--- config.mk ---
export PLATFORM = sky130hd
export DESIGN_NAME = pata_pio_timer
export DESIGN_NICKNAME = d
export VERILOG_FILES = /design/src/rtl/pio_pkg.sv /design/src/rtl/pio_addr_decode.sv /design/src/rtl/pio_timing_sel.sv /design/src/rtl/pio_strobe_fsm.sv /design/src/rtl/pata_pio_timer.sv
export SDC_FILE = /design/constraint.sdc
export NUM_CORES = 1
export LEC_CHECK = 0
export BUFFER_PORTS_ARGS = -buffer_cell sky130_fd_sc_hd__buf_4
export CAP_MARGIN = 20
export CORE_MARGIN = 5
export CORE_UTILIZATION = 50
export DETAILED_ROUTE_END_ITERATION = 10
export PLACE_DENSITY = 0.88
export SYNTH_ARGS = -nofsm -noshare
export SYNTH_HDL_FRONTEND = slang
export SYNTH_SLANG_ARGS = --single-unit
--- constraint.sdc ---
create_clock -name clk_i -period 3.9 [get_ports clk_i]
set_input_delay 0.78 -clock clk_i [delete_from_list [all_inputs] [get_ports clk_i]]
set_output_delay 0.78 -clock clk_i [all_outputs]
set_load 0.01 [all_outputs]
--- src/rtl/pio_pkg.sv ---
package pio_pkg;
  typedef enum logic [1:0] {ST_IDLE, ST_READ, ST_WRITE} pio_state_e;

  // reserved sample code 11 behaves as 10
  function automatic logic [2:0] sample_clocks(logic [1:0] code);
    case (code)
      2'b00:   return 3'd5;
      2'b01:   return 3'd4;
      default: return 3'd3;
    endcase
  endfunction

  function automatic logic [2:0] recovery_clocks(logic [1:0] code);
    return 3'd4 - {1'b0, code};
  endfunction
endpackage

--- src/rtl/pio_addr_decode.sv ---
module pio_addr_decode #(
  parameter int ADDR_W = 16,
  parameter logic [ADDR_W-1:0] CMD_BASE = 16'h01F0,
  parameter logic [ADDR_W-1:0] CTL_ADDR = 16'h03F6
) (
  input  logic              decode_en_i,
  input  logic [ADDR_W-1:0] addr_i,
  output logic              hit_cmd_o,
  output logic              hit_ctl_o
);
  assign hit_cmd_o = decode_en_i && (addr_i[ADDR_W-1:3] == CMD_BASE[ADDR_W-1:3]);
  assign hit_ctl_o = decode_en_i && (addr_i == CTL_ADDR);
endmodule

--- src/rtl/pio_timing_sel.sv ---
module pio_timing_sel
  import pio_pkg::*;
(
  input  logic [15:0] timing_i,
  input  logic [3:0]  slave_timing_i,
  input  logic        drv1_i,
  output logic [2:0]  sample_n_o,
  output logic [2:0]  recov_n_o
);
  logic use_slave;
  assign use_slave  = drv1_i && timing_i[14];
  assign sample_n_o = sample_clocks(use_slave ? slave_timing_i[3:2] : timing_i[13:12]);
  assign recov_n_o  = recovery_clocks(use_slave ? slave_timing_i[1:0] : timing_i[9:8]);
endmodule

--- src/rtl/pio_strobe_fsm.sv ---
module pio_strobe_fsm
  import pio_pkg::*;
#(
  parameter int ADDR_W  = 16,
  parameter int DATA_W  = 16,
  parameter int DRV_BIT = 4,
  parameter logic [2:0] DRVHEAD_OFS = 3'd6
) (
  input  logic              clk_i,
  input  logic              rst_ni,
  input  logic              req_valid_i,
  input  logic              req_write_i,
  input  logic [ADDR_W-1:0] req_addr_i,
  input  logic [DATA_W-1:0] req_wdata_i,
  input  logic              hit_cmd_i,
  input  logic              hit_ctl_i,
  input  logic [2:0]        sample_n_i,
  input  logic [2:0]        recov_n_i,
  input  logic              iordy_i,
  input  logic [DATA_W-1:0] dd_i,
  output logic              req_ready_o,
  output logic              drv1_o,
  output logic              dior_n_o,
  output logic              diow_n_o,
  output logic              cs0_n_o,
  output logic              cs1_n_o,
  output logic [2:0]        da_o,
  output logic [DATA_W-1:0] dd_o,
  output logic              dd_oe_o,
  output logic              resp_valid_o,
  output logic              resp_claimed_o,
  output logic [DATA_W-1:0] resp_rdata_o
);
  pio_state_e        state;
  logic [2:0]        cnt, rec, rec_q;
  logic [DATA_W-1:0] wdata_q;
  logic              accept, hit;

  assign hit         = hit_cmd_i || hit_ctl_i;
  assign req_ready_o = (state == ST_IDLE) && (rec == '0);
  assign accept      = req_valid_i && req_ready_o;

  always_ff @(posedge clk_i or negedge rst_ni) begin
    if (!rst_ni) begin
      state          <= ST_IDLE;
      cnt            <= '0;
      rec            <= '0;
      rec_q          <= '0;
      wdata_q        <= '0;
      da_o           <= '0;
      cs0_n_o        <= 1'b1;
      cs1_n_o        <= 1'b1;
      drv1_o         <= 1'b0;
      resp_valid_o   <= 1'b0;
      resp_claimed_o <= 1'b0;
      resp_rdata_o   <= '0;
    end else begin
      resp_valid_o <= 1'b0;
      if (state == ST_IDLE && rec != '0) rec <= rec - 3'd1;
      case (state)
        ST_IDLE: if (accept) begin
          if (hit) begin
            state   <= req_write_i ? ST_WRITE : ST_READ;
            cnt     <= sample_n_i - 3'd1;
            rec_q   <= recov_n_i;
            da_o    <= req_addr_i[2:0];
            cs0_n_o <= !hit_cmd_i;
            cs1_n_o <= !hit_ctl_i;
            wdata_q <= req_write_i ? req_wdata_i : '0;
            if (req_write_i && hit_cmd_i && req_addr_i[2:0] == DRVHEAD_OFS)
              drv1_o <= req_wdata_i[DRV_BIT];
          end else begin
            resp_valid_o   <= 1'b1;
            resp_claimed_o <= 1'b0;
            resp_rdata_o   <= '0;
          end
        end
        default: begin
          if (cnt != '0) cnt <= cnt - 3'd1;
          else if (iordy_i) begin
            state          <= ST_IDLE;
            rec            <= rec_q - 3'd1;
            resp_valid_o   <= 1'b1;
            resp_claimed_o <= 1'b1;
            resp_rdata_o   <= (state == ST_READ) ? dd_i : '0;
            cs0_n_o        <= 1'b1;
            cs1_n_o        <= 1'b1;
            da_o           <= '0;
            wdata_q        <= '0;
          end
        end
      endcase
    end
  end

  assign dior_n_o = (state != ST_READ);
  assign diow_n_o = (state != ST_WRITE);
  assign dd_oe_o  = (state == ST_WRITE);
  assign dd_o     = wdata_q;

  p_unclaimed_r2: assert property (@(posedge clk_i) disable iff (!rst_ni)
    (accept && !hit) |=> (resp_valid_o && !resp_claimed_o && dior_n_o && diow_n_o));
  p_first_sample_r4: assert property (@(posedge clk_i) disable iff (!rst_ni)
    (accept && hit) |=> (cnt >= 3'd2 && cnt <= 3'd4));
  p_hold_not_ready_r5: assert property (@(posedge clk_i) disable iff (!rst_ni)
    (state != ST_IDLE && cnt == '0 && !iordy_i) |=> (state == $past(state)));
  p_gap_no_start_r7: assert property (@(posedge clk_i) disable iff (!rst_ni)
    (state == ST_IDLE && rec != '0) |=> (state == ST_IDLE));
endmodule

--- src/rtl/pata_pio_timer.sv ---
module pata_pio_timer #(
  parameter int ADDR_W = 16,
  parameter int DATA_W = 16
) (
  input  logic              clk_i,
  input  logic              rst_ni,
  input  logic [15:0]       timing_i,
  input  logic              io_space_en_i,
  input  logic [3:0]        slave_timing_i,
  input  logic              req_valid_i,
  output logic              req_ready_o,
  input  logic [ADDR_W-1:0] req_addr_i,
  input  logic              req_write_i,
  input  logic [DATA_W-1:0] req_wdata_i,
  output logic              resp_valid_o,
  output logic              resp_claimed_o,
  output logic [DATA_W-1:0] resp_rdata_o,
  output logic              dior_n_o,
  output logic              diow_n_o,
  output logic              cs0_n_o,
  output logic              cs1_n_o,
  output logic [2:0]        da_o,
  output logic [DATA_W-1:0] dd_o,
  output logic              dd_oe_o,
  input  logic [DATA_W-1:0] dd_i,
  input  logic              iordy_i
);
  logic       hit_cmd, hit_ctl, drv1;
  logic [2:0] sample_n, recov_n;

  pio_addr_decode #(.ADDR_W(ADDR_W)) i_decode (
    .decode_en_i (timing_i[15] && io_space_en_i),
    .addr_i      (req_addr_i),
    .hit_cmd_o   (hit_cmd),
    .hit_ctl_o   (hit_ctl)
  );

  pio_timing_sel i_tsel (
    .timing_i       (timing_i),
    .slave_timing_i (slave_timing_i),
    .drv1_i         (drv1),
    .sample_n_o     (sample_n),
    .recov_n_o      (recov_n)
  );

  pio_strobe_fsm #(.ADDR_W(ADDR_W), .DATA_W(DATA_W)) i_fsm (
    .clk_i, .rst_ni, .req_valid_i, .req_write_i, .req_addr_i, .req_wdata_i,
    .hit_cmd_i      (hit_cmd),
    .hit_ctl_i      (hit_ctl),
    .sample_n_i     (sample_n),
    .recov_n_i      (recov_n),
    .iordy_i, .dd_i, .req_ready_o,
    .drv1_o         (drv1),
    .dior_n_o, .diow_n_o, .cs0_n_o, .cs1_n_o, .da_o, .dd_o, .dd_oe_o,
    .resp_valid_o, .resp_claimed_o, .resp_rdata_o
  );

  p_strobe_excl_r3: assert property (@(posedge clk_i) disable iff (!rst_ni)
    !(!dior_n_o && !diow_n_o));
  p_cs_excl_r1: assert property (@(posedge clk_i) disable iff (!rst_ni)
    $countones({~cs0_n_o, ~cs1_n_o}) <= 1);
endmodule

==> run metrics, run 1 <==
outcome complete, no violations; first-pass GRT wire length between 9 and 10 mm; Distinct cells, synth 46; DIE HEIGHT 80.4 µm; vias in the first global route 2,123; post-route minimum period approximately 2800 ps; RSZ-0062 raised after global routing no; post-place setup slack slightly below 800 ps; maximum vdd drop ~0.19 mV; clk_skew ~14 ps; share of the yosys chip area belonging to registers between 50% and 60%; Worst EP arrival about 3000 ps; DRC Markers 0; cell taking the most area after synthesis dfrtp_1; initial antenna violation count 0; nets 407; via count approximately 2.1k; die area about 6500 µm²; Max-cap violations 0; Slew headroom between 50 and 60%; synth top area cells dfrtp_1 (50%), mux2i_1 (11%), a32o_1 (6.5%); Pre-Repair DR Iteration Count 4; share of post-route cells with drive strength above 1 between 30 and 40%; hold_buf cts 0; grt ovf 0; Final Setup Violations 0; Comb pwr share a little under a fifth; HP Class input pin to asynchronous set/reset pin; H-tree depth 2; Pwr per Cell Area between 300 and 400 nW/µm²; critical-path maximum fanout 14; largest net degree at the start of global routing 52; Crit path required time between 4000 and 5000 ps; Post-Syn Instances 222; critical path type input pin to flip-flop; number of port buffers 106; Ports between 100 and 150; most used flip-flop cell after synthesis dfrtp_1; most common cell after layout, fill and taps aside buf_4; syn_nets between 300 and 400; Avg WL per Cell 15.1 µm; Leak approximately 1.7 nW; Fmax approximately 360 MHz; number of synthesized register bits about 50; most frequent cells in the layout buf_4 (109), dfrtp_1 (49), nand2_1 (42); post-synth top area share a little under 50%; Syn Area/Cell roughly 11 µm²; switching pwr between 300 and 400 µW; clock sinks 51; r2r worst-path depth 7; register share of total power 52.0%; Clock power frac about 30%; Worst Setup End Kind flip-flop; DRT iter0 DRCs 86; Die W between 80 and 90 µm; CTS Buffer Depth 2; detailed-route wire length approximately 6.0 mm; Worst Tran Pin Value ~730 ps; Clk pin slew, worst setup/hold paths between 100 and 150 ps; Setup Fix Bufs, Post-CTS 0; post-cts resize count 0; Internal Power 790 µW; DR vias/cell 5.26; number of synthesized flops with an enable pin 0; Antenna diodes 0; setup TNS 0 ps; final setup margin between 1000 and 1500 ps; Fillers 361; CTS buffer count 5; Core Region approximately 4800 µm²; post-route ant nets 0; Yosys warning total 0; final hold violation count 0; Final HPWL DP around 4.6 mm; Final period util a little over two thirds; GP Congestion 0.755; TritonCTS clock tree done; Post-Syn Area between 2000 and 2500 µm²; Pins Over Slew Limit 0; Total GRT Usage between 10% and 20%; Starting Density a little over half; num rows 25; startpoint types input pin; Sw Ratio between 20% and 30%; Root Driver clkbuf_8; Worst-Skew Late Latency between 300 and 400 ps; fraction of registers with async set/reset 100%; Area Growth Syn to Fin 38.3%
cell usage after synthesis (2+ instances only):
cell / n
clkbuf_1: 6
a21oi_1: 3
ha_1: 5
mux2i_1: 26
nand2_1: 42
a32o_1: 16
mux2_2: 4
o211ai_1: 2
nor3_1: 3
buf_6: 3
inv_1: 13
dfstp_2: 2
dfrtp_1: 49
o21ai_0: 3
nand2b_1: 3
nor2_1: 9
or4_1: 4
worst max-delay path: stages:
cell and delay (ps):
buf_4 100, or4_1 490, or4_1 700, nor2_4 480
buf_12 220, mux2i_1 210
state kept, by name (all words and copies together), names as in the netlist:
register / flops
i_fsm.dd_o: 16
i_fsm.resp_rdata_o: 16
i_fsm.cnt: 3
i_fsm.da_o: 3
i_fsm.rec: 3
i_fsm.rec_q: 3
i_fsm.state: 2
i_fsm.cs0_n_o: 1
i_fsm.cs1_n_o: 1
i_fsm.drv1_o: 1
i_fsm.resp_claimed_o: 1
i_fsm.resp_valid_o: 1
cell families after synthesis:
group / share of synthesized area, %
AND/OR/NAND/NOR: 15.1
flip-flops: 51.7
AO/OA/AOI/OAI: 12.9
multiplexers: 12.3
buffers and inverters: 5.06
adder cells (fa/ha/maj): 2.53
XOR/XNOR: 0.354
stage by stage:
stage               cell area, µm²  util [%]  hold slack (ps)  power [mW]  cells
floorplan                     2470         -              481       0.685    222
global route                  3420      72.0              526        1.15    396
CTS                           3420      72.0              496        1.10    396
finish                        3420      72.0              480        1.10    396
detailed placement            3330      69.9              484       0.784    388
global placement              3330      69.9              469       0.772    388
per-layer routing:
metal,up-vias,GRT usage (%),part of all wire [%]
met1,996,22.8,39
met4,0,3.04,0.37
li1,1013,-,-
met3,2,6.17,7.4
met2,70,34.8,53
met5,-,0,0
power by group through the flow:
| stage | clock, mW | sequential (mW) | combinational [mW] |
|---|---|---|---|
| 6_report | 0.328 | 0.570 | 0.199 |
| 5_1_grt | 0.353 | 0.573 | 0.224 |
| 4_1_cts | 0.333 | 0.570 | 0.201 |
| 3_5_place_dp | 0 | 0.579 | 0.205 |
| 3_3_place_gp | 0 | 0.579 | 0.193 |
| 2_1_floorplan | 0 | 0.579 | 0.106 |
layout make-up:
type | count | area, µm² | share of cell area, %
multi-input cells | 147 | 1080 | 31.4
clock buffers | 5 | 68.8 | 2.01
flip-flops and latches | 51 | 1280 | 37.4
well taps | 67 | 83.8 | 2.45
clock inverters | 3 | 28.8 | 0.841
inverters | 13 | 48.8 | 1.43
repair buffers | 110 | 838 | 24.5
final timing paths:
kind	startpoint	end	slack, ps
max in group asynchronous	rst_ni	i_fsm.rec_q[2]	3000
min in group clk_i	i_fsm.resp_claimed_o	i_fsm.resp_claimed_o	510
max	req_addr_i[11]	i_fsm.dd_o[7]	1140
min reg2reg	i_fsm.resp_claimed_o	i_fsm.resp_claimed_o	510
max reg2reg	i_fsm.rec[0]	i_fsm.dd_o[7]	1210
min	rst_ni	i_fsm.resp_rdata_o[11]	480
Note: power is estimated with default switching activity, not from simulation.
==> run 2, diff against run 1 <==
Settings changed: CORE_UTILIZATION 50 to 46, PLACE_DENSITY 0.88 to 0.82.
Clock period 3.9 ns to 2.65 ns, I/O delays scaled along.
==> run 2 against run 1 <==
  * Clock skew is 6.8 ps lower
  * Non-clock buffer count is 5 higher
  * Clock power is 40% higher
  * Routed wire length is 2.2% higher
  * Register-to-register slack worse by 770 ps
  * Critical path depth stayed put
  * First-iteration DRC count is 14% lower
  * Cell count is 2.0% higher
  * Critical path type unchanged
  * Sequential share of layout area is 0.42 points lower
  * Die area is 7.6% higher
  * Final area is 1.1% higher
  * Flip-flop and latch count stayed put
==> run metrics, run 2 (synthesis results as in run 1) <==
outcome complete, no violations; most common cell after layout, fill and taps aside buf_4; grt ovf 0 (unchanged); RSZ-0062 raised after global routing no; Starting Density 47.8% (-4.2 points); post-route minimum period between 2000 and 2500 ps; Worst EP arrival 2530 ps (-460 ps); placed cell count 396 (+2.1%); Reg-to-Reg Start i_fsm.state[1]; detailed-route wire length 6.09 mm (+2.2%); Root Driver clkbuf_8; H-tree depth 2 (unchanged); Worst-Skew Late Latency 300 ps (about the same); die area 6950 µm² (+7.6%); overall power 1.61 mW (+47%); crit-path max cell delay 650 ps (-50 ps); startpoint types input pin; fin cells 404 (+2.0%); Final period util 87.2%; post-place setup slack -15.6 ps (-810 ps); final hold violation count 0 (unchanged); CTS buffer count 5 (unchanged); first-pass GRT wire length 10.5 mm (+6.3%); Final HPWL DP 4.62 mm (+0.66%); Total GRT Usage 18.1% (-1.2 points); clock sinks 51 (unchanged); GP Congestion 0.737 (-2.4%); Max-cap violations 0 (unchanged); Worst Tran Pin Value 690 ps (-36.5 ps); vias in the first global route 2,173 (+2.4%); post-route ant nets 0 (unchanged); nets 412 (+1.2%); Antenna diodes 0 (unchanged); slowest CP cell or4_1; Slew headroom 53.8% (+2.2 points); largest net degree at the start of global routing 52 (unchanged); Worst Setup End Kind flip-flop; HP Class input pin to asynchronous set/reset pin; Die W 83.4 µm (+3.7%); CTS Buffer Depth 2 (unchanged); CP top delay family simple AND/OR/NAND/NOR gates; num rows 26 (+4.0%); post-cts resize count 0 (unchanged); Core Region 5170 µm² (+8.8%); DR vias/cell 5.18 (-1.4%); most frequent cells in the layout buf_4 (114), dfrtp_1 (49), nand2_1 (42); worst path bufs/invs 2 (unchanged); final core utilization 66.9% (-5.1 points); setup TNS 0 ps (unchanged); DRT iter0 DRCs 74 (-14%); initial antenna violation count 0 (unchanged); Fmax roughly 430 MHz; critical path type input pin to flip-flop; share of post-route cells with drive strength above 1 40.4% (+0.60 points); Area Growth Syn to Fin 39.9%; final setup margin 340 ps (-804 ps); Reg2Reg Setup Slack 440 ps (-770 ps); maximum vdd drop 0.281 mV (+45%); Leak 1.74 nW (+1.4%); Crit path required time 2870 ps (-1270 ps); hold_buf cts 0 (unchanged); DRC Markers 0 (unchanged); TritonCTS clock tree done; CP startpoint req_addr_i[11]; Pwr per Cell Area 466 nW/µm² (+45%); Avg WL per Cell 15.1 µm (+0.17%); clk_skew 7.19 ps (-6.82 ps); critical-path maximum fanout 12 (-2); number of port buffers 106 (unchanged); Ports 117 (unchanged); Pre-Repair DR Iteration Count 4 (unchanged); Setup Fix Bufs, Post-CTS 0 (unchanged); via count 2,094 (+0.62%); Clk pin slew, worst setup/hold paths 90 ps (-20 ps); CP cell instances buf_4, or4_1, or4_1, nor2_4, buf_4, mux2i_1; Final Setup Violations 0 (unchanged); DIE HEIGHT 83.4 µm (+3.7%); Pins Over Slew Limit 0 (unchanged)
==> run 2: cell count changes in the layout (fill, tap and decap cells not counted) <==
cell,previous run,this run
clkbuf_8,5,6
inv_8,1,0
clkinv_4,0,1
buf_4,109,114
inv_6,2,0
clkbuf_1,0,1
==> run 2: worst paths after layout <==
kind | endpoint | depth (start not counted)
setup / recovery | i_fsm.da_o[0] | 6
hold / removal | i_fsm.resp_rdata_o[10] | 1
setup reg to reg | i_fsm.cnt[2] | 6
hold reg to reg | i_fsm.resp_claimed_o | 1
max in group asynchronous | i_fsm.rec_q[2] | 1
min in group clk_i | i_fsm.state[0] | 2
==> run 2: per-layer routing <==
metal / vias to the layer above / track usage (%) / part of all wire, %
li1: 1026 / - / -
met1: 1002 / 22.6 / 41
met2: 60 / 30.7 / 52
met3: 6 / 6.34 / 6.9
met4: 0 / 3.12 / 0.80
met5: - / 0 / 0
==> run 2: per-stage QoR <==
| stage | instance area (µm²) | hold slack [ps] |
|---|---|---|
| global placement | 3370 | 470 |
| CTS | 3460 | 274 |
| floorplan | 2470 | 234 |
| global route | 3460 | 296 |
| finish | 3460 | 247 |
| detailed placement | 3370 | 477 |
==> run 2: worst reg2reg max path, stage by stage (launching register included) <==
cell      delay [ps]
dfrtp_1          460
or2_2            400
a311oi_1         360
a21oi_1           80
ha_1             220
or4_1            510
o211ai_1         100
==> run 2: layout make-up <==
| type | instances | area (µm²) |
|---|---|---|
| Clock buffer | 7 | 86.3 |
| Timing Repair Buffer | 115 | 876 |
| Clock inverter | 1 | 8.76 |
| Inverter | 13 | 48.8 |
| Sequential cell | 51 | 1280 |
| Fill cell | 421 | 1710 |
| Multi-Input combinational cell | 147 | 1080 |
| Tap cell | 70 | 87.6 |
==> run 2: where the power goes <==
group | switching [mW] | internal [mW]
Combinational | 0.147 | 0.169
Sequential | 0.0245 | 0.813
Clock | 0.244 | 0.214
==> run 3, diff against run 2 <==
Settings changed: CELL_PAD_IN_SITES_DETAIL_PLACEMENT set to 1, CELL_PAD_IN_SITES_GLOBAL_PLACEMENT set to 2, CORE_UTILIZATION 46 to 27, REMOVE_ABC_BUFFERS set to 1.
==> run 3 against run 2 <==
  * Setup slack got worse by 3.3 ps
  * Global-route usage shrank 5.3 points
  * Register-to-register slack worse by 50 ps
  * First-iteration DRC count fell by 31%
  * Worst hold slack worse by 3.5 ps
  * Maximum frequency is 0.14% lower
  * Critical path depth stayed put
  * Highest routed layer unchanged
==> run metrics, run 3 (synthesis results as in run 1) <==
Fillers 1,046 (+150%); clock sinks 51 (unchanged); Final HPWL DP 5.43 mm (+17%); r2r endpoint i_fsm.cnt[2]; DRT iter0 DRCs 51 (-31%); largest net degree at the start of global routing 52 (unchanged); fin cells 447 (+11%); RSZ-0062 raised after global routing no; Fmax 432 MHz (-0.14%); number of port buffers 106 (unchanged); critical-path maximum fanout 19 (+7); Leak 1.74 nW (+0.27%); H-tree depth 2 (unchanged); critical path type input pin to flip-flop; Slew headroom 54.4% (+0.67 points); GP Congestion 0.763 (+3.6%); Area Growth Syn to Fin 43.0%; clk_skew 7.91 ps (+0.722 ps); final hold violation count 0 (unchanged); Antenna diodes 0 (unchanged); Final Setup Violations 0 (unchanged); worst hold margin 244 ps (-3.52 ps); Pre-Repair DR Iteration Count 3 (-1); maximum vdd drop 0.188 mV (-33%); Pwr per Cell Area 463 nW/µm² (-0.52%); Crit path required time 2880 ps (about the same); most common cell after layout, fill and taps aside buf_4; CTS Buffer Depth 2 (unchanged); post-route ant nets 0 (unchanged); outcome complete, no violations; Ports 117 (unchanged); Worst-Skew Late Latency 310 ps (about the same); Starting Density 27.2% (-21 points); die area 11,200 µm² (+61%); grt ovf 0 (unchanged); vias in the first global route 2,343 (+7.8%); Avg WL per Cell 16.0 µm (+6.3%); Die W 106 µm (+27%); CTS buffer count 5 (unchanged); Max-cap violations 0 (unchanged); hold_buf cts 0 (unchanged); post-route minimum period 2310 ps (+3.26 ps); Reg-to-Reg Start i_fsm.state[1]; Setup Fix Bufs, Post-CTS 0 (unchanged); Total GRT Usage 12.9% (-5.3 points); Core Region 9110 µm² (+76%); nets 414 (+0.49%); share of post-route cells with drive strength above 1 41.1% (+0.65 points); DIE HEIGHT 106 µm (+27%); HP Class input pin to asynchronous set/reset pin; Multi-input gate area 1080 µm² (unchanged); post-cts resize count 0 (unchanged); Pins Over Slew Limit 0 (unchanged); TritonCTS clock tree done; Final period util 87.3% (+0.12 points); Worst Tran Pin Value 680 ps (-10.0 ps); most frequent cells in the layout buf_4 (115), dfrtp_1 (49), nand2_1 (42); Reg2Reg Setup Slack 390 ps (-50 ps); Worst Setup End Kind flip-flop; register area 1280 µm² (unchanged); Root Driver clkbuf_8; DR vias/cell 4.82 (-6.9%); detailed-route wire length 7.16 mm (+18%); initial antenna violation count 0 (unchanged); Worst EP arrival 2550 ps (+20 ps); num rows 35 (+35%); r2r worst-path depth 6 (unchanged); via count 2,156 (+3.0%); first-pass GRT wire length 11.6 mm (+11%); startpoint types input pin; Clk pin slew, worst setup/hold paths 110 ps (+20 ps); placed cell count 439 (+11%); DRC Markers 0 (unchanged)
run 3: cell types whose count changed in the layout (fill, tap and decap cells not counted), sizes merged:
| cell | delta |
|---|---|
| clkbuf | -2 |
| inv | +1 |
| clkinv | -1 |
| clkinvlp | +2 |
| buf | +2 |
run 3: worst max-delay path: stages:
cell,delay [ps]
buf_4,100
or4_1,500
or4_1,660
nor2_4,320
buf_12,220
mux2i_1,200
run 3: worst max-delay path by stage:
| stage | endpoint | startpoint |
|---|---|---|
| 2_1_floorplan | i_fsm.rec_q[1] | req_addr_i[11] |
| 3_3_place_gp | i_fsm.dd_o[4] | req_addr_i[11] |
| 3_5_place_dp | i_fsm.dd_o[8] | req_addr_i[11] |
| 4_1_cts | i_fsm.dd_o[2] | req_addr_i[11] |
| 5_1_grt | i_fsm.cnt[2] | i_fsm.state[1] |
| 6_report | i_fsm.dd_o[6] | req_addr_i[11] |
run 3: power by group:
group          internal (mW)  switching (mW)
Clock                  0.190           0.284
Combinational          0.170           0.156
Sequential             0.813          0.0261
Total                   1.17           0.466
run 3: final cells by class:
cell class                      instances  share of cell area (%)
Sequential cell                        51                    36.1
Tap cell                              111                    3.93
Clock buffer                            5                    1.94
Timing Repair Buffer                  117                    25.5
Multi-Input combinational cell        147                    30.4
Clock inverter                          3                   0.672
Inverter                               13                    1.38
run 3: layer usage:
layer	global-route usage [%]	up-vias	part of all wire [%]
li1	-	1022	-
met3	3.74	3	5.8
met5	0	-	0
met4	3.05	0	0.38
met2	23.3	59	53
met1	15.0	1072	41
run 3: through the flow:
| step | instance area (µm²) | util, % | power, mW | setup TNS (ps) | worst slack [ps] |
|---|---|---|---|---|---|
| floorplan | 2400 | - | 0.998 | -1960 | -183 |
| CTS | 3540 | 38.8 | 1.67 | 0 | 331 |
| global placement | 3450 | 37.8 | 1.17 | 0 | 18.2 |
| detailed placement | 3450 | 37.8 | 1.19 | 0 | 3.42 |
| finish | 3540 | 38.8 | 1.64 | 0 | 336 |
| global route | 3540 | 38.8 | 1.73 | 0 | 206 |
